## src/rtl/drd_pkg.sv

```systemverilog
`timescale 1ns/1ps
package drd_pkg;
  localparam int OPC_W      = 8;
  localparam int ADDR_W     = 24;
  localparam int DUMMY_CLKS = 8;
  localparam int CNT_W      = $clog2(ADDR_W);

  localparam logic [OPC_W-1:0] OPC_READ      = 8'h03;
  localparam logic [OPC_W-1:0] OPC_FAST      = 8'h0B;
  localparam logic [OPC_W-1:0] OPC_FAST_DUAL = 8'h3B;

  typedef enum logic [2:0] {
    PH_CMD    = 3'd0,
    PH_ADDR   = 3'd1,
    PH_DUMMY  = 3'd2,
    PH_DATA   = 3'd3,
    PH_IGNORE = 3'd4
  } phase_e;
endpackage

```

## src/rtl/drd_reset_sync.sv

```systemverilog
`timescale 1ns/1ps
module drd_reset_sync #(
  parameter int STAGES = 2
) (
  input  logic clk,
  input  logic rst_n,
  output logic rst_n_sync
);
  logic [STAGES-1:0] sync_q;
  logic [STAGES-1:0] sync_d;

  assign sync_d     = {sync_q[STAGES-2:0], 1'b1};
  assign rst_n_sync = sync_q[STAGES-1];

  always_ff @(posedge clk or negedge rst_n) begin
    if (!rst_n) sync_q <= '0;
    else        sync_q <= sync_d;
  end
endmodule

```

## src/rtl/drd_pin_sync.sv

```systemverilog
`timescale 1ns/1ps
module drd_pin_sync #(
  parameter int STAGES = 2
) (
  input  logic clk,
  input  logic rst_n,
  input  logic sclk,
  input  logic cs_n,
  input  logic dio,
  output logic cs_act,
  output logic rise_ev,
  output logic fall_ev,
  output logic din
);
  localparam logic [2:0] SYNC_RST = 3'b100;

  logic [2:0] stage_q [STAGES];
  logic [2:0] stage_d [STAGES];
  logic       sclk_prev_q;
  logic       sclk_s;

  for (genvar g = 0; g < STAGES; g++) begin : g_stage
    if (g == 0) begin : g_first
      assign stage_d[g] = {cs_n, sclk, dio};
    end else begin : g_next
      assign stage_d[g] = stage_q[g-1];
    end
    always_ff @(posedge clk or negedge rst_n) begin
      if (!rst_n) stage_q[g] <= SYNC_RST;
      else        stage_q[g] <= stage_d[g];
    end
  end

  assign cs_act = ~stage_q[STAGES-1][2];
  assign sclk_s = stage_q[STAGES-1][1];
  assign din    = stage_q[STAGES-1][0];

  always_ff @(posedge clk or negedge rst_n) begin
    if (!rst_n) sclk_prev_q <= 1'b0;
    else        sclk_prev_q <= sclk_s;
  end

  assign rise_ev = cs_act &  sclk_s & ~sclk_prev_q;
  assign fall_ev = cs_act & ~sclk_s &  sclk_prev_q;
endmodule

```

## src/rtl/drd_cmd_ctrl.sv

```systemverilog
`timescale 1ns/1ps
module drd_cmd_ctrl
  import drd_pkg::*;
(
  input  logic              clk,
  input  logic              rst_n,
  input  logic              cs_act,
  input  logic              rise_ev,
  input  logic              din,
  input  logic              busy,
  output phase_e            phase,
  output logic              dual_mode,
  output logic              start_pulse,
  output logic [ADDR_W-1:0] start_addr
);
  phase_e             phase_q, phase_d;
  logic [CNT_W-1:0]   cnt_q, cnt_d;
  logic [ADDR_W-2:0]  sh_q, sh_d;
  logic               dual_q, dual_d;
  logic               fast_q, fast_d;
  logic [OPC_W-1:0]   opcode;

  assign opcode     = {sh_q[OPC_W-2:0], din};
  assign start_addr = {sh_q, din};
  assign phase      = phase_q;
  assign dual_mode  = dual_q;

  always_comb begin
    phase_d     = phase_q;
    cnt_d       = cnt_q;
    sh_d        = sh_q;
    dual_d      = dual_q;
    fast_d      = fast_q;
    start_pulse = 1'b0;
    if (!cs_act) begin
      phase_d = PH_CMD;
      cnt_d   = '0;
      dual_d  = 1'b0;
      fast_d  = 1'b0;
    end else if (rise_ev) begin
      sh_d = {sh_q[ADDR_W-3:0], din};
      unique case (phase_q)
        PH_CMD: begin
          if (cnt_q == CNT_W'(OPC_W-1)) begin
            cnt_d = '0;
            if (busy) begin
              phase_d = PH_IGNORE;
            end else begin
              unique case (opcode)
                OPC_READ:      begin phase_d = PH_ADDR; fast_d = 1'b0; dual_d = 1'b0; end
                OPC_FAST:      begin phase_d = PH_ADDR; fast_d = 1'b1; dual_d = 1'b0; end
                OPC_FAST_DUAL: begin phase_d = PH_ADDR; fast_d = 1'b1; dual_d = 1'b1; end
                default:       phase_d = PH_IGNORE;
              endcase
            end
          end else begin
            cnt_d = cnt_q + 1'b1;
          end
        end
        PH_ADDR: begin
          if (cnt_q == CNT_W'(ADDR_W-1)) begin
            cnt_d       = '0;
            start_pulse = 1'b1;
            phase_d     = fast_q ? PH_DUMMY : PH_DATA;
          end else begin
            cnt_d = cnt_q + 1'b1;
          end
        end
        PH_DUMMY: begin
          if (cnt_q == CNT_W'(DUMMY_CLKS-1)) begin
            cnt_d   = '0;
            phase_d = PH_DATA;
          end else begin
            cnt_d = cnt_q + 1'b1;
          end
        end
        default: ;
      endcase
    end
  end

  always_ff @(posedge clk or negedge rst_n) begin
    if (!rst_n) begin
      phase_q <= PH_CMD;
      cnt_q   <= '0;
      sh_q    <= '0;
      dual_q  <= 1'b0;
      fast_q  <= 1'b0;
    end else begin
      phase_q <= phase_d;
      cnt_q   <= cnt_d;
      sh_q    <= sh_d;
      dual_q  <= dual_d;
      fast_q  <= fast_d;
    end
  end
endmodule

```

## src/rtl/drd_data_path.sv

```systemverilog
`timescale 1ns/1ps
module drd_data_path
  import drd_pkg::*;
#(
  parameter int MEM_AW = 12
) (
  input  logic              clk,
  input  logic              rst_n,
  input  logic              cs_act,
  input  logic              fall_ev,
  input  logic              data_phase,
  input  logic              dual_mode,
  input  logic              start_pulse,
  input  logic [ADDR_W-1:0] start_addr,
  input  logic [7:0]        mem_rdata,
  output logic [MEM_AW-1:0] mem_addr,
  output logic              mem_rd,
  output logic              do_bit,
  output logic              dio_bit,
  output logic              drive
);
  localparam int SLOT_W = 3;

  logic [MEM_AW-1:0] addr_q, addr_d;
  logic              rd_q, rd_d;
  logic              rd_d1_q;
  logic [7:0]        buf_q, buf_d;
  logic [7:0]        sh_q, sh_d;
  logic [SLOT_W-1:0] slot_q, slot_d;
  logic              do_q, do_d;
  logic              dio_q, dio_d;
  logic              drive_q, drive_d;
  logic [SLOT_W-1:0] last_slot;
  logic              unused_addr_hi;

  assign unused_addr_hi = ^start_addr[ADDR_W-1:MEM_AW];
  assign last_slot      = dual_mode ? SLOT_W'(3) : SLOT_W'(7);

  always_comb begin
    addr_d  = addr_q;
    rd_d    = 1'b0;
    buf_d   = buf_q;
    sh_d    = sh_q;
    slot_d  = slot_q;
    do_d    = do_q;
    dio_d   = dio_q;
    drive_d = drive_q;
    if (rd_d1_q) buf_d = mem_rdata;
    if (start_pulse) begin
      addr_d = start_addr[MEM_AW-1:0];
      rd_d   = 1'b1;
    end
    if (!cs_act || !data_phase) begin
      slot_d  = '0;
      drive_d = 1'b0;
    end else if (fall_ev) begin
      drive_d = 1'b1;
      if (slot_q == '0) begin
        do_d   = buf_q[7];
        dio_d  = buf_q[6];
        sh_d   = dual_mode ? (buf_q << 2) : (buf_q << 1);
        addr_d = addr_q + 1'b1;
        rd_d   = 1'b1;
      end else begin
        do_d  = sh_q[7];
        dio_d = sh_q[6];
        sh_d  = dual_mode ? (sh_q << 2) : (sh_q << 1);
      end
      slot_d = (slot_q == last_slot) ? '0 : slot_q + 1'b1;
    end
  end

  always_ff @(posedge clk or negedge rst_n) begin
    if (!rst_n) begin
      addr_q  <= '0;
      rd_q    <= 1'b0;
      rd_d1_q <= 1'b0;
      buf_q   <= '0;
      sh_q    <= '0;
      slot_q  <= '0;
      do_q    <= 1'b0;
      dio_q   <= 1'b0;
      drive_q <= 1'b0;
    end else begin
      addr_q  <= addr_d;
      rd_q    <= rd_d;
      rd_d1_q <= rd_q;
      buf_q   <= buf_d;
      sh_q    <= sh_d;
      slot_q  <= slot_d;
      do_q    <= do_d;
      dio_q   <= dio_d;
      drive_q <= drive_d;
    end
  end

  assign mem_addr = addr_q;
  assign mem_rd   = rd_q;
  assign do_bit   = do_q;
  assign dio_bit  = dio_q;
  assign drive    = drive_q;
endmodule

```

## src/rtl/dual_fast_read_engine.sv

```systemverilog
`timescale 1ns/1ps
module dual_fast_read_engine
  import drd_pkg::*;
#(
  parameter int MEM_AW      = 12,
  parameter int SYNC_STAGES = 2
) (
  input  logic              clk,
  input  logic              rst_n,
  input  logic              spi_sclk,
  input  logic              spi_cs_n,
  input  logic              spi_dio_in,
  input  logic              busy,
  input  logic [7:0]        mem_rdata,
  output logic              spi_do,
  output logic              spi_do_oe,
  output logic              spi_dio_out,
  output logic              spi_dio_oe,
  output logic [MEM_AW-1:0] mem_addr,
  output logic              mem_rd
);
  logic              rst_n_sync;
  logic              cs_act;
  logic              rise_ev;
  logic              fall_ev;
  logic              din;
  phase_e            phase;
  logic              dual_mode;
  logic              start_pulse;
  logic [ADDR_W-1:0] start_addr;
  logic              data_phase;
  logic              drive;

  drd_reset_sync #(.STAGES(2)) rst_sync_i (
    .clk        (clk),
    .rst_n      (rst_n),
    .rst_n_sync (rst_n_sync)
  );

  drd_pin_sync #(.STAGES(SYNC_STAGES)) pin_sync_i (
    .clk     (clk),
    .rst_n   (rst_n_sync),
    .sclk    (spi_sclk),
    .cs_n    (spi_cs_n),
    .dio     (spi_dio_in),
    .cs_act  (cs_act),
    .rise_ev (rise_ev),
    .fall_ev (fall_ev),
    .din     (din)
  );

  drd_cmd_ctrl ctrl_i (
    .clk         (clk),
    .rst_n       (rst_n_sync),
    .cs_act      (cs_act),
    .rise_ev     (rise_ev),
    .din         (din),
    .busy        (busy),
    .phase       (phase),
    .dual_mode   (dual_mode),
    .start_pulse (start_pulse),
    .start_addr  (start_addr)
  );

  assign data_phase = (phase == PH_DATA);

  drd_data_path #(.MEM_AW(MEM_AW)) data_i (
    .clk         (clk),
    .rst_n       (rst_n_sync),
    .cs_act      (cs_act),
    .fall_ev     (fall_ev),
    .data_phase  (data_phase),
    .dual_mode   (dual_mode),
    .start_pulse (start_pulse),
    .start_addr  (start_addr),
    .mem_rdata   (mem_rdata),
    .mem_addr    (mem_addr),
    .mem_rd      (mem_rd),
    .do_bit      (spi_do),
    .dio_bit     (spi_dio_out),
    .drive       (drive)
  );

  assign spi_do_oe  = drive & ~spi_cs_n;
  assign spi_dio_oe = drive & dual_mode & ~spi_cs_n;
endmodule

```

## config.mk

```make
export PLATFORM = sky130hd
export DESIGN_NAME = dual_fast_read_engine
export DESIGN_NICKNAME = d
export VERILOG_FILES = /design/src/rtl/drd_pkg.sv /design/src/rtl/drd_reset_sync.sv /design/src/rtl/drd_pin_sync.sv /design/src/rtl/drd_cmd_ctrl.sv /design/src/rtl/drd_data_path.sv /design/src/rtl/dual_fast_read_engine.sv
export SDC_FILE = /design/constraint.sdc
export NUM_CORES = 1
export LEC_CHECK = 0
export BUFFER_PORTS_ARGS = -buffer_cell sky130_fd_sc_hd__buf_2
export CAP_MARGIN = 0
export CORE_MARGIN = 2
export CORE_UTILIZATION = 44
export DETAILED_ROUTE_END_ITERATION = 8
export RECOVER_POWER = 50
export SETUP_SLACK_MARGIN = 0.15
export SYNTH_ARGS = -nofsm -noshare
export SYNTH_HDL_FRONTEND = slang
export SYNTH_SLANG_ARGS = --single-unit
```

## constraint.sdc

```tcl
create_clock -name clk -period 6.01 [get_ports clk]
set_clock_uncertainty 0.2 [all_clocks]
set_input_delay 1.202 -clock clk [delete_from_list [all_inputs] [get_ports clk]]
set_output_delay 1.202 -clock clk [all_outputs]
set_load 0.05 [all_outputs]
```

After elaboration in Yosys (flattened, before gate mapping)

Index checks and enable logic that the tools add are counted.

Bitwise logic cells: 12
Add/subtract/negate cells: 3
Mux-type cells: 49
Shift-type cells: 0
Equal/unequal tests: 13
Divide/modulo/power cells: 0
Reduce and logical (&&, ||, !) cells: 22
Magnitude comparators: 0
Multiply operators: 0

Operators by type and width:

| operator                                                              | number |
|---|---|
| 12-bit two-way mux                                                    | 4 |
| 3-bit two-way mux                                                     | 11 |
| 8-bit two-way mux                                                     | 3 |
| 1-bit two-way mux                                                     | 23 |
| 5-bit two-way mux                                                     | 4 |
| 5-bit AND reduction                                                   | 3 |
| 12-bit by 1-bit adder with 12-bit output, second input constant       | 1 |
| 5-bit one-hot mux with 2 select lines                                 | 1 |
| 3-bit by 2-bit != test with 1-bit output, second input constant       | 3 |
| 3-bit one-hot mux with 3 select lines                                 | 1 |
| 3-bit nonzero test                                                    | 3 |
| 8-bit by 2-bit equality test with 1-bit output, second input constant | 1 |
| 8-bit by 4-bit equality test with 1-bit output, second input constant | 1 |
| 8-bit by 6-bit equality test with 1-bit output, second input constant | 1 |
| 2-bit nonzero test                                                    | 4 |
| 1-bit AND                                                             | 7 |
| 3-bit by 2-bit equality test with 1-bit output, second input constant | 2 |
| 3-bit logical NOT                                                     | 2 |
| 2-bit AND reduction                                                   | 3 |
| 2-bit OR reduction                                                    | 3 |
| 5-bit by 1-bit adder with 5-bit output, second input constant         | 1 |
| 5-bit by 3-bit equality test with 1-bit output, second input constant | 1 |
| 5-bit equality test, second input constant                            | 1 |
| 1-bit inverter                                                        | 5 |
| other kinds (9)                                                       | 10 |

Bits in writable memories: 0
Word-level logic and storage cells: 117
Output and inout port bits: 17
Input port bits: 14
Memory bits (read-only): 0
Memories kept: 0
Flip-flop bits (word level): 66
Latch bits: 0

Longest topological paths before layout

Gate-level depths: netlist (run 1).

Word-level depth: 9
Mapped depth: 7
Depth with buffers taken out: 6

Hierarchy

A second synthesis (run 1) with hierarchy kept.

Cells, all modules: 302
Area, all modules: 3648.5 um^2

Modules (own cells, without submodules):

| module                | times used | area each (um^2) | sequential area each (um^2) | cells each |
|---|---|---|---|---|
| drd_data_path         | 1          | 1820.5           | 875.8                       | 162 |
| drd_cmd_ctrl          | 1          | 1544.0           | 825.8                       | 124 |
| drd_pin_sync          | 1          | 206.4            | 177.7                       | 10 |
| drd_reset_sync        | 1          | 53.8             | 50.0                        | 3 |
| dual_fast_read_engine | 1          | 23.8             | 0.0                         | 3 |

Least setup slack after synthesis (run 1)

OpenSTA, ideal clock, no wires.

Path kind: input to output
Start point: in spi_cs_n
End point: out spi_dio_oe
Arrival time: 2.457 ns
Buffers on the path: 0
Setup slack: 2.151 ns
Required time: 4.608 ns
Stages: 2
Cells stage by stage: nor2b_1 > and2_1

Longest elaborated chain between the ends: 2

Ends and longest elaborated chain:

| what            | line                        | source |
|---|---|---|
| start, declared | dual_fast_read_engine.sv:11 | `input logic spi_cs_n,` |
| 1-bit inverter  | dual_fast_read_engine.sv:85 | `assign spi_dio_oe = drive & dual_mode & ~spi_cs_n;` |
| 1-bit AND       | dual_fast_read_engine.sv:85 |  |
| end, declared   | dual_fast_read_engine.sv:18 | `output logic spi_dio_oe,` |

Every way passes these cells.

==> flow_metrics.py, run 1 <==
metrics = {
    "clocking": {
        "cts.repair.resized": 0,
        "cts_max_path_buffers": 2,
        "clk_pin_slew_worst_paths_ns": 0.07,
        "tritoncts_num_sinks": 65,
        "tritoncts_clock_tree": "built",
        "cts-htree-levels": 3,
        "cts_hold_buf": 0,
        "tritoncts.num_buffers": 9,
        "cts.repair_timing.setup_buffer_count": 0,
        "cts.root.buffer_cell": "clkbuf_8",
        "worst_skew_pair.late_latency_ns": 0.34,
    },
    "hold_path": {
        "worstHoldPathType": "reg -> reg",
    },
    "timing": {
        "hold_viol": 0,
        "period_share_pct": 59.4,
        "headroom_to_the_max_slew_limit_pct": -123,
        "timing_max_transition_violations_final": 64,
        "tns_ns": 0,
        "timing_worst_slew_pin_value_ns": 3.35,
        "finalSetupViolCount": 0,
        "grt_setup_unrepaired": "false",
        "fmax_mhz": 280,
        "finalCriticalPeriod_ns": 3.57,
    },
    "setup_path": {
        "crit_family": "buffers and inverters",
        "r2r_slack_ns": 2.44,
        "max_stage_delay_ns": 2.36,
        "data_arrival_at_the_endpoint_of_the_critical_path_ns": 3.06,
        "critical_path.max_fanout": 63,
        "worst-path-buf-inv": 1,
        "critical_path.startpoint_type": "flip-flop",
        "worstSetupPathType": "reg -> async",
        "critical_path_required_ns": 5.50,
        "crit_slowest_cell": "clkbuf_1",
        "critical_path.endpoint_type": "asynchronous set/reset pin",
        "timing.critical_path.cells": "clkbuf_1",
    },
    "global_routing": {
        "grt_pass1_wl_um": 10300,
        "grt_start_max_net_pins": 64,
        "grt-ovfl-total": 0,
        "antenna_found_initial": 0,
        "global_route.usage.total_pct": 17.5,
        "first_global_vias": 2077,
    },
    "run_status": {
        "result_of_the_run": "finished, violations left",
        "violations": "capacitance limit, slew limit",
    },
    "drt": {
        "wl_um": 5990,
        "detail_route.drc_violations": 0,
        "drt-wirelength-per-cell_um": 14.7,
        "detail_route.first_pass.iterations": 4,
        "viasPerCell": 5.42,
        "postRouteAntennaNets": 0,
        "dr_total_vias": 2217,
        "drt-initial-drc-count": 147,
    },
    "synth": {
        "post_synth_and_or_nand_nor_area_fraction_pct": 15.9,
        "combinational_family_with_the_most_area_after_synthesis": "simple AND/OR/NAND/NOR gates",
        "yosys.area_share.xor_xnor_pct": 1.12,
        "synthMuxAreaShare_pct": 15.0,
        "post_synth_fa_ha_maj_area_fraction_pct": 1.61,
        "async_flop_share_pct": 100,
        "seq_area_frac_synth_pct": 52.3,
        "compound_cell_area_share_of_the_yosys_netlist_pct": 10.8,
        "ys_ff_latch": 65,
        "synth_area_um2": 3120,
        "postSynth.topFlopCell": "dfrtp_1",
        "synthesis.instances": 277,
        "synth_warnings": 0,
        "syn_area_per_cell_um2": 11.3,
        "synth_cell_types": 58,
        "mappedNetlistNets": 295,
        "synth-edff-count": 0,
    },
    "finish": {
        "layout_commonest_cell": "dfrtp_1",
        "flow.area_growth_from_synthesis_pct": 13.9,
        "antenna-diode-count": 0,
        "leading_cell_types_in_the_layout_fill_and_taps_excluded": "dfrtp_1, buf_2, mux2_2, nand2_1, mux2i_1",
        "finalNetCount": 326,
        "drive_gt1_share_pct": 27.2,
        "fillers": 636,
    },
    "pwr": {
        "fin_total_pwr_uw": 931,
        "ir_drop_uv": 181,
        "power.density_cell_area_nw_per_um2": 262,
        "power.static_leakage_nw": 1.60,
    },
    "placed_design": {
        "io_buffers": 30,
        "place.gp.congestion": 0.749,
        "place_hpwl_um": 4000,
    },
    "floorplan": {
        "row_count": 30,
        "core_region_area_um2": 6830,
        "die_height_um": 88.2,
        "die-area_um2": 7770,
        "die_x_um": 88.2,
        "floorplan.initialDensity_pct": 45.6,
        "floorplan.io_pins": 31,
    },
    "run": {
        "max_cap_viol_count": 1,
    },
}
[kinds of logic (layout without fill, tap and decap cells)]
logic type / Yosys count / count (layout)
fa+ha+maj: 4 / 4
other cells: 1 / 1
flops: 65 / 65
buf+inv: 24 / 60
mux: 43 / 43
xor+xnor: 4 / 4
compound gates: 50 / 50
simple gates: 86 / 86
[per-layer routing]
| metal | global-route usage [%] | routed length, um |
|---|---|---|
| met3 | 6.41 | 247 |
| met1 | 25.8 | 3030 |
| met4 | 5.37 | 64 |
| met5 | 0 | 0 |
| met2 | 23.9 | 2650 |
[power by group]
part	internal (mW)	switching, mW	total [mW]
clock	0.214	0.167	0.381
sequential	0.465	0.0298	0.495
combinational	0.0287	0.0267	0.0554
[sequential cells by signal (all words and copies together) (netlist names)]
register	cells
ctrl_i.cnt_q	5
ctrl_i.dual_mode	1
ctrl_i.fast_q	1
ctrl_i.phase	3
ctrl_i.sh_q	11
data_i.buf_q	8
data_i.dio_bit	1
data_i.do_bit	1
data_i.drive	1
data_i.mem_addr	12
data_i.mem_rd	1
data_i.rd_d1_q	1
data_i.sh_q	7
data_i.slot_q	3
pin_sync_i.din	1
pin_sync_i.sclk_prev_q	1
pin_sync_i.sclk_s	1
pin_sync_i.stage_d	3
pin_sync_i.stage_q	1
rst_sync_i.sync_q	2
[path summary, 6_finish.rpt]
kind / from / to / cells past startpoint
setup / recovery: rst_sync_i.sync_q[1] / data_i.mem_addr[4] / 1
hold reg to reg: pin_sync_i.stage_d[0] / pin_sync_i.din / 0
setup reg to reg: rst_sync_i.sync_q[1] / data_i.mem_addr[4] / 1
min in group asynchronous: rst_n / rst_sync_i.sync_q[0] / 1
hold / removal: pin_sync_i.stage_d[0] / pin_sync_i.din / 0
max in group clk: spi_cs_n / spi_dio_oe / 4
[final cells by class]
class | instances | area [um^2] | area share, %
Sequential cell | 65 | 1630 | 45.9
Multi-Input combinational cell | 188 | 1390 | 39.1
Timing Repair Buffer | 32 | 160 | 4.51
Clock buffer | 12 | 155 | 4.37
Tap cell | 96 | 120 | 3.38
Clock inverter | 4 | 51.3 | 1.44
Inverter | 12 | 45.0 | 1.27
[cell usage after synthesis, types with 2 or more instances]
| master | n | area [um^2] |
|---|---|---|
| a211oi_1 | 7 | 52.6 |
| a21oi_1 | 9 | 45.0 |
| and3_1 | 2 | 12.5 |
| clkbuf_1 | 10 | 37.5 |
| dfrtp_1 | 63 | 1580 |
| dfstp_2 | 2 | 52.6 |
| ha_1 | 4 | 50.1 |
| inv_1 | 12 | 45.0 |
| mux2_2 | 26 | 293 |
| mux2i_1 | 16 | 160 |
| nand2_1 | 20 | 75.1 |
| nand2b_1 | 8 | 50.1 |
| nand3_1 | 8 | 40.0 |
| nand3b_1 | 2 | 15.0 |
| nand4_1 | 3 | 18.8 |
| nand4bb_1 | 2 | 22.5 |
| nor2_1 | 13 | 48.8 |
| nor2b_1 | 3 | 18.8 |
| nor3_1 | 6 | 30.0 |
| nor3b_1 | 2 | 15.0 |
| o21a_1 | 2 | 15.0 |
| o21ai_0 | 13 | 65.1 |
| o22ai_1 | 3 | 18.8 |
| o32ai_1 | 2 | 17.5 |
| or3_1 | 2 | 12.5 |
| or3b_2 | 2 | 17.5 |
| or4_1 | 2 | 15.0 |
| xor2_1 | 3 | 26.3 |
[metrics by stage]
step | setup slack (ns) | util, % | cell area (um^2) | cells | hold WS, ns
global placement | 2.82 | 49.0 | 3350 | 393 | 0.133
finish | 2.44 | 52.0 | 3550 | 409 | 0.153
floorplan | 2.15 | - | 3120 | 277 | 0.131
CTS | 2.81 | 52.1 | 3560 | 409 | 0.156
global route | 1.59 | 52.0 | 3550 | 409 | 0.170
detailed placement | 2.81 | 49.0 | 3350 | 393 | 0.140
(Power assumes the default switching activity.)
==> inputs of run 2 (changes only) <==
==> constraint.sdc (replaced) <==
create_clock -name clk -period 3.4 [get_ports clk]
set_clock_uncertainty 0.2 [all_clocks]
set_input_delay 0.68 -clock clk [delete_from_list [all_inputs] [get_ports clk]]
set_output_delay 0.68 -clock clk [all_outputs]
set_load 0.05 [all_outputs]
==> flow_metrics.py, run 2 (synthesized netlist as in run 1, its figures left out) <==
metrics = {
    "run_status": {
        "result_of_the_run": "finished clean",
    },
    "clocking": {
        "clk_pin_slew_worst_paths_ns": 0.07,
        "worst_skew_pair.late_latency_ns": 0.34,
        "cts-htree-levels": 3,
        "tritoncts.num_buffers": 9,
        "cts.root.buffer_cell": "clkbuf_8",
        "tritoncts_clock_tree": "built",
        "cts_max_path_buffers": 2,
        "tritoncts_num_sinks": 65,
        "cts.repair_timing.setup_buffer_count": 0,
    },
    "timing": {
        "finalSetupViolCount": 0,
        "timing_worst_slew_pin_value_ns": 0.997,
        "tns_ns": 0,
        "fmax_mhz": 400,
        "headroom_to_the_max_slew_limit_pct": 33.5,
        "hold_slack_ns": 0.154,
        "grt_setup_unrepaired": "false",
        "period_share_pct": 73.5,
        "finalCriticalPeriod_ns": 2.50,
        "hold_viol": 0,
        "timing_max_transition_violations_final": 0,
    },
    "drt": {
        "viasPerCell": 5.36,
        "dr_total_vias": 2203,
        "postRouteAntennaNets": 0,
        "drt-initial-drc-count": 123,
        "detail_route.drc_violations": 0,
        "drt-wirelength-per-cell_um": 14.5,
        "wl_um": 5960,
        "detail_route.first_pass.iterations": 4,
    },
    "setup_path": {
        "critical_path.max_fanout": 13,
        "max_stage_delay_ns": 0.82,
        "critical_path_required_ns": 3.42,
        "worstSetupPathType": "reg -> reg",
        "timing.critical_path.cells": "nand4bb_1 -> nand2b_1 -> mux2_2",
        "crit-reg2reg-launch": "pin_sync_i.stage_q[2]",
        "worst-path-buf-inv": 0,
        "crit_family": "simple AND/OR/NAND/NOR gates",
        "critical_path.startpoint_type": "flip-flop",
        "worst_setup_sp": "pin_sync_i.stage_q[2]",
        "data_arrival_at_the_endpoint_of_the_critical_path_ns": 2.52,
        "critical_path.endpoint_type": "flip-flop",
        "crit_slowest_cell": "dfstp_1",
    },
    "placed_design": {
        "postPlaceCellArea_um2": 3360,
        "io_buffers": 30,
        "place_hpwl_um": 4110,
        "place.gp.congestion": 0.769,
    },
    "floorplan": {
        "floorplan.initialDensity_pct": 45.6,
        "row_count": 30,
        "core_region_area_um2": 6830,
        "die_height_um": 88.2,
        "floorplan.io_pins": 31,
        "die-area_um2": 7770,
        "die_x_um": 88.2,
    },
    "pwr": {
        "ir_drop_uv": 240,
        "power.static_leakage_nw": 1.61,
        "power.density_cell_area_nw_per_um2": 462,
    },
    "global_routing": {
        "grt-ovfl-total": 0,
        "first_global_vias": 2091,
        "grt_start_max_net_pins": 41,
        "grt_pass1_wl_um": 10300,
        "antenna_found_initial": 0,
        "global_route.usage.total_pct": 17.2,
    },
    "finish": {
        "leading_cell_types_in_the_layout_fill_and_taps_excluded": "dfrtp_1, buf_2, mux2_2, nand2_1, mux2i_1",
        "largest_reg_flops": 12,
        "fin_area_um2": 3560,
        "drive_gt1_share_pct": 26.3,
        "flow.area_growth_from_synthesis_pct": 14.3,
        "antenna-diode-count": 0,
        "finalNetCount": 328,
        "layout_commonest_cell": "dfrtp_1",
    },
    "hold_path": {
        "min_from": "pin_sync_i.stage_d[1]",
        "worstHoldPathType": "reg -> reg",
    },
    "run": {
        "max_cap_viol_count": 0,
    },
}
[run 2: cell types whose count changed in the layout (fill, tap and decap cells not counted), sizes merged]
cell and change:
clkbuf +1, dlygate4sd3 +1
[run 2: timing repair]
action,in CTS,in global routing
resized for setup,0,0
hold buffers,1,0
hold endpoints to repair,2,0
[run 2: final timing paths]
kind / slack (ns) / end / cells past startpoint
max in group asynchronous: 1.32 / ctrl_i.phase[1] / 1
worst max-delay path: 0.90 / data_i.sh_q[7] / 3
worst min register to register: 0.15 / pin_sync_i.sclk_s / 0
min in group asynchronous: 0.18 / data_i.buf_q[6] / 0
worst max register to register: 0.90 / data_i.sh_q[7] / 3
worst min-delay path: 0.15 / pin_sync_i.sclk_s / 0
[run 2: metrics by stage]
| stage | utilization, % | worst slack, ns | instances | power (mW) |
|---|---|---|---|---|
| 4_1_cts | 52.3 | 1.03 | 411 | 1.66 |
| 6_report | 52.1 | 0.901 | 411 | 1.64 |
| 2_1_floorplan | - | 0.585 | 277 | 0.947 |
| 3_5_place_dp | 49.1 | 0.991 | 394 | 0.990 |
| 3_3_place_gp | 49.1 | 1.01 | 394 | 0.986 |
| 5_1_grt | 52.1 | 0.772 | 411 | 1.73 |
[run 2: final cells by class]
class / instances / area [um^2]
clock buffers: 12 / 155
clock inverters: 4 / 51.3
fillers: 663 / 3270
inverters: 12 / 45.0
multi-input cells: 188 / 1380
flip-flops and latches: 65 / 1630
well taps: 96 / 120
repair buffers: 34 / 178
[run 2: power breakdown]
group | leakage (nW) | total, mW | internal (mW) | switching [mW]
sequential | 0.858 | 0.880 | 0.821 | 0.0589
combinational | 0.649 | 0.0932 | 0.0512 | 0.0420
clock | 0.103 | 0.672 | 0.379 | 0.293
total | 1.61 | 1.64 | 1.25 | 0.394
[run 2: routing by layer]
| metal | GRT usage [%] | up-vias | routed length, um |
|---|---|---|---|
| met5 | 0 | - | 0 |
| met4 | 6.20 | 0 | 92 |
| met3 | 4.15 | 7 | 217 |
| met2 | 24.0 | 41 | 2520 |
| met1 | 26.0 | 1080 | 3130 |
| li1 | - | 1075 | - |
==> inputs of run 3 (changes only) <==
==> constraint.sdc (replaced) <==
create_clock -name clk -period 2.2 [get_ports clk]
set_clock_uncertainty 0.2 [all_clocks]
set_input_delay 0.44 -clock clk [delete_from_list [all_inputs] [get_ports clk]]
set_output_delay 0.44 -clock clk [all_outputs]
set_load 0.05 [all_outputs]
==> flow_metrics.py, run 3 (synthesized netlist as in run 1, its figures left out) <==
metrics = {
    "floorplan": {
        "floorplan.io_pins": 31,
        "die_x_um": 88.2,
        "floorplan.initialDensity_pct": 45.6,
        "die_height_um": 88.2,
        "die-area_um2": 7770,
        "core_region_area_um2": 6830,
        "row_count": 30,
    },
    "setup_path": {
        "crit_slowest_cell": "or4bb_1",
        "crit_family": "simple AND/OR/NAND/NOR gates",
        "critical_path_required_ns": 2.27,
        "r2r_slack_ns": 0.08,
        "crit-reg2reg-launch": "ctrl_i.sh_q[5]",
        "max_stage_delay_ns": 0.54,
        "critical_path.endpoint_type": "flip-flop",
        "worst-path-buf-inv": 0,
        "worstSetupPathType": "reg -> reg",
        "timing.critical_path.cells": "or4bb_1 -> or4_4 -> mux2_4 -> a21oi_2",
        "critical_path.startpoint_type": "flip-flop",
        "critical_path.reg2reg.endpoint": "ctrl_i.dual_mode",
        "timing.reg2reg.worst_path_depth": 4,
        "data_arrival_at_the_endpoint_of_the_critical_path_ns": 2.19,
        "critical_path.max_fanout": 3,
    },
    "pwr": {
        "p_int_mw": 2.11,
        "total_switching_power_uw": 620,
        "fin_total_pwr_mw": 2.73,
        "power.density_cell_area_nw_per_um2": 696,
        "power.share.clock_pct": 42.0,
        "ir_drop_uv": 473,
        "power.static_leakage_nw": 1.81,
        "swShare_pct": 22.7,
        "combPwrFrac_pct": 9.6,
        "seq_power_share_pct": 48.3,
    },
    "placed_design": {
        "io_buffers": 30,
        "place_hpwl_um": 4570,
        "detailedPlace.worstSlack_ns": -0.0270,
        "place.gp.congestion": 0.860,
        "dp.cells": 422,
    },
    "clocking": {
        "clk_pin_slew_worst_paths_ns": 0.07,
        "cts.root.buffer_cell": "clkbuf_8",
        "cts-htree-levels": 3,
        "tritoncts.num_buffers": 9,
        "cts_max_path_buffers": 2,
        "worst_skew_pair.late_latency_ns": 0.34,
        "tritoncts_num_sinks": 65,
        "tritoncts_clock_tree": "built",
    },
    "finish": {
        "drive_gt1_share_pct": 35.5,
        "leading_cell_types_in_the_layout_fill_and_taps_excluded": "dfrtp_1, buf_2, buf_4, mux2_2, nand2_1",
        "fillers": 614,
        "multi_input_logic_area_um2": 1450,
        "finalNetCount": 362,
        "layout_commonest_cell": "dfrtp_1",
        "antenna-diode-count": 0,
        "sequential_cell_area_um2": 1630,
        "final-instance-count-excl-fill": 445,
        "largest_reg_flops": 12,
        "flow.area_growth_from_synthesis_pct": 26.1,
    },
    "timing": {
        "period_share_pct": 96.2,
        "finalCriticalPeriod_ns": 2.12,
        "timing.final.ws_setup_ns": 0.0837,
        "grt_setup_unrepaired": "true",
        "finalSetupViolCount": 0,
        "headroom_to_the_max_slew_limit_pct": 15.9,
        "timing_max_transition_violations_final": 0,
        "fmax_mhz": 473,
        "hold_viol": 0,
        "timing_worst_slew_pin_value_ns": 1.26,
    },
    "run_status": {
        "result_of_the_run": "finished clean",
    },
    "drt": {
        "detail_route.drc_violations": 0,
        "wl_um": 6510,
        "dr_total_vias": 2321,
        "postRouteAntennaNets": 0,
        "viasPerCell": 5.22,
        "drt-wirelength-per-cell_um": 14.6,
        "detail_route.first_pass.iterations": 4,
        "drt-initial-drc-count": 140,
    },
    "hold_path": {
        "min_from": "spi_cs_n",
        "worstHoldPathType": "in -> reg",
        "hold-path-endpoint": "pin_sync_i.stage_d[2]",
        "worst_hold_path.num_cells": 1,
    },
    "global_routing": {
        "grt_start_max_net_pins": 30,
        "antenna_found_initial": 0,
        "first_global_vias": 2192,
        "grt_pass1_wl_um": 10500,
        "grt-ovfl-total": 0,
        "global_route.usage.total_pct": 18.0,
    },
    "run": {
        "max_cap_viol_count": 0,
    },
}
## run 3: worst max-delay path by stage
stage / depth (start not counted) / startpoint / end / slack (ns)
finish: 4 / ctrl_i.sh_q[5] / ctrl_i.dual_mode / 0.08
global route: 5 / ctrl_i.phase[2] / data_i.sh_q[3] / 0.002
CTS: 4 / ctrl_i.sh_q[5] / ctrl_i.dual_mode / 0.09
detailed placement: 5 / busy / ctrl_i.dual_mode / -0.03
global placement: 5 / busy / ctrl_i.dual_mode / -0.01
floorplan: 4 / pin_sync_i.sclk_prev_q / ctrl_i.dual_mode / 0.08
## run 3: area by class of cell
| class | instances | area share, % |
|---|---|---|
| Sequential cell | 65 | 41.6 |
| Multi-Input combinational cell | 188 | 36.9 |
| Timing Repair Buffer | 68 | 11.5 |
| Clock buffer | 12 | 3.95 |
| Tap cell | 96 | 3.06 |
| Clock inverter | 4 | 1.91 |
| Inverter | 12 | 1.15 |
## run 3: metal layers
layer / part of all wire [%] / track usage, %
met3: 3.5 / 3.68
met5: 0 / 0
met4: 0.88 / 8.54
met2: 49 / 28.2
met1: 46 / 23.9
## run 3: repair_timing
action | in CTS | in global routing
resized for setup | 3 | 12
hold buffers | 4 | 0
pin swaps | 7 | 6
endpoints found under the hold margin | 18 | 0
setup buffers | 1 | 2
endpoints found under the setup margin | 8 | 14
## run 3: power groups by stage
stage | clock network [mW] | registers, mW | logic (mW)
2_1_floorplan | 0 | 1.36 | 0.103
3_3_place_gp | 0 | 1.35 | 0.249
3_5_place_dp | 0 | 1.35 | 0.253
4_1_cts | 1.19 | 1.32 | 0.266
5_1_grt | 1.24 | 1.34 | 0.290
6_report | 1.15 | 1.32 | 0.263
## run 3: per-stage QoR
step                      TNS (ns)  utilization [%]  hold WS, ns  cell area, um^2
after floorplan                  0                -      -0.0556             3120
after global placement     -0.0149             52.5      -0.0214             3580
after detailed placement   -0.0270             52.5      -0.0219             3580
after CTS                        0             56.7      0.00473             3870
after global routing             0             57.5       0.0102             3930
final                            0             57.5       0.0169             3930
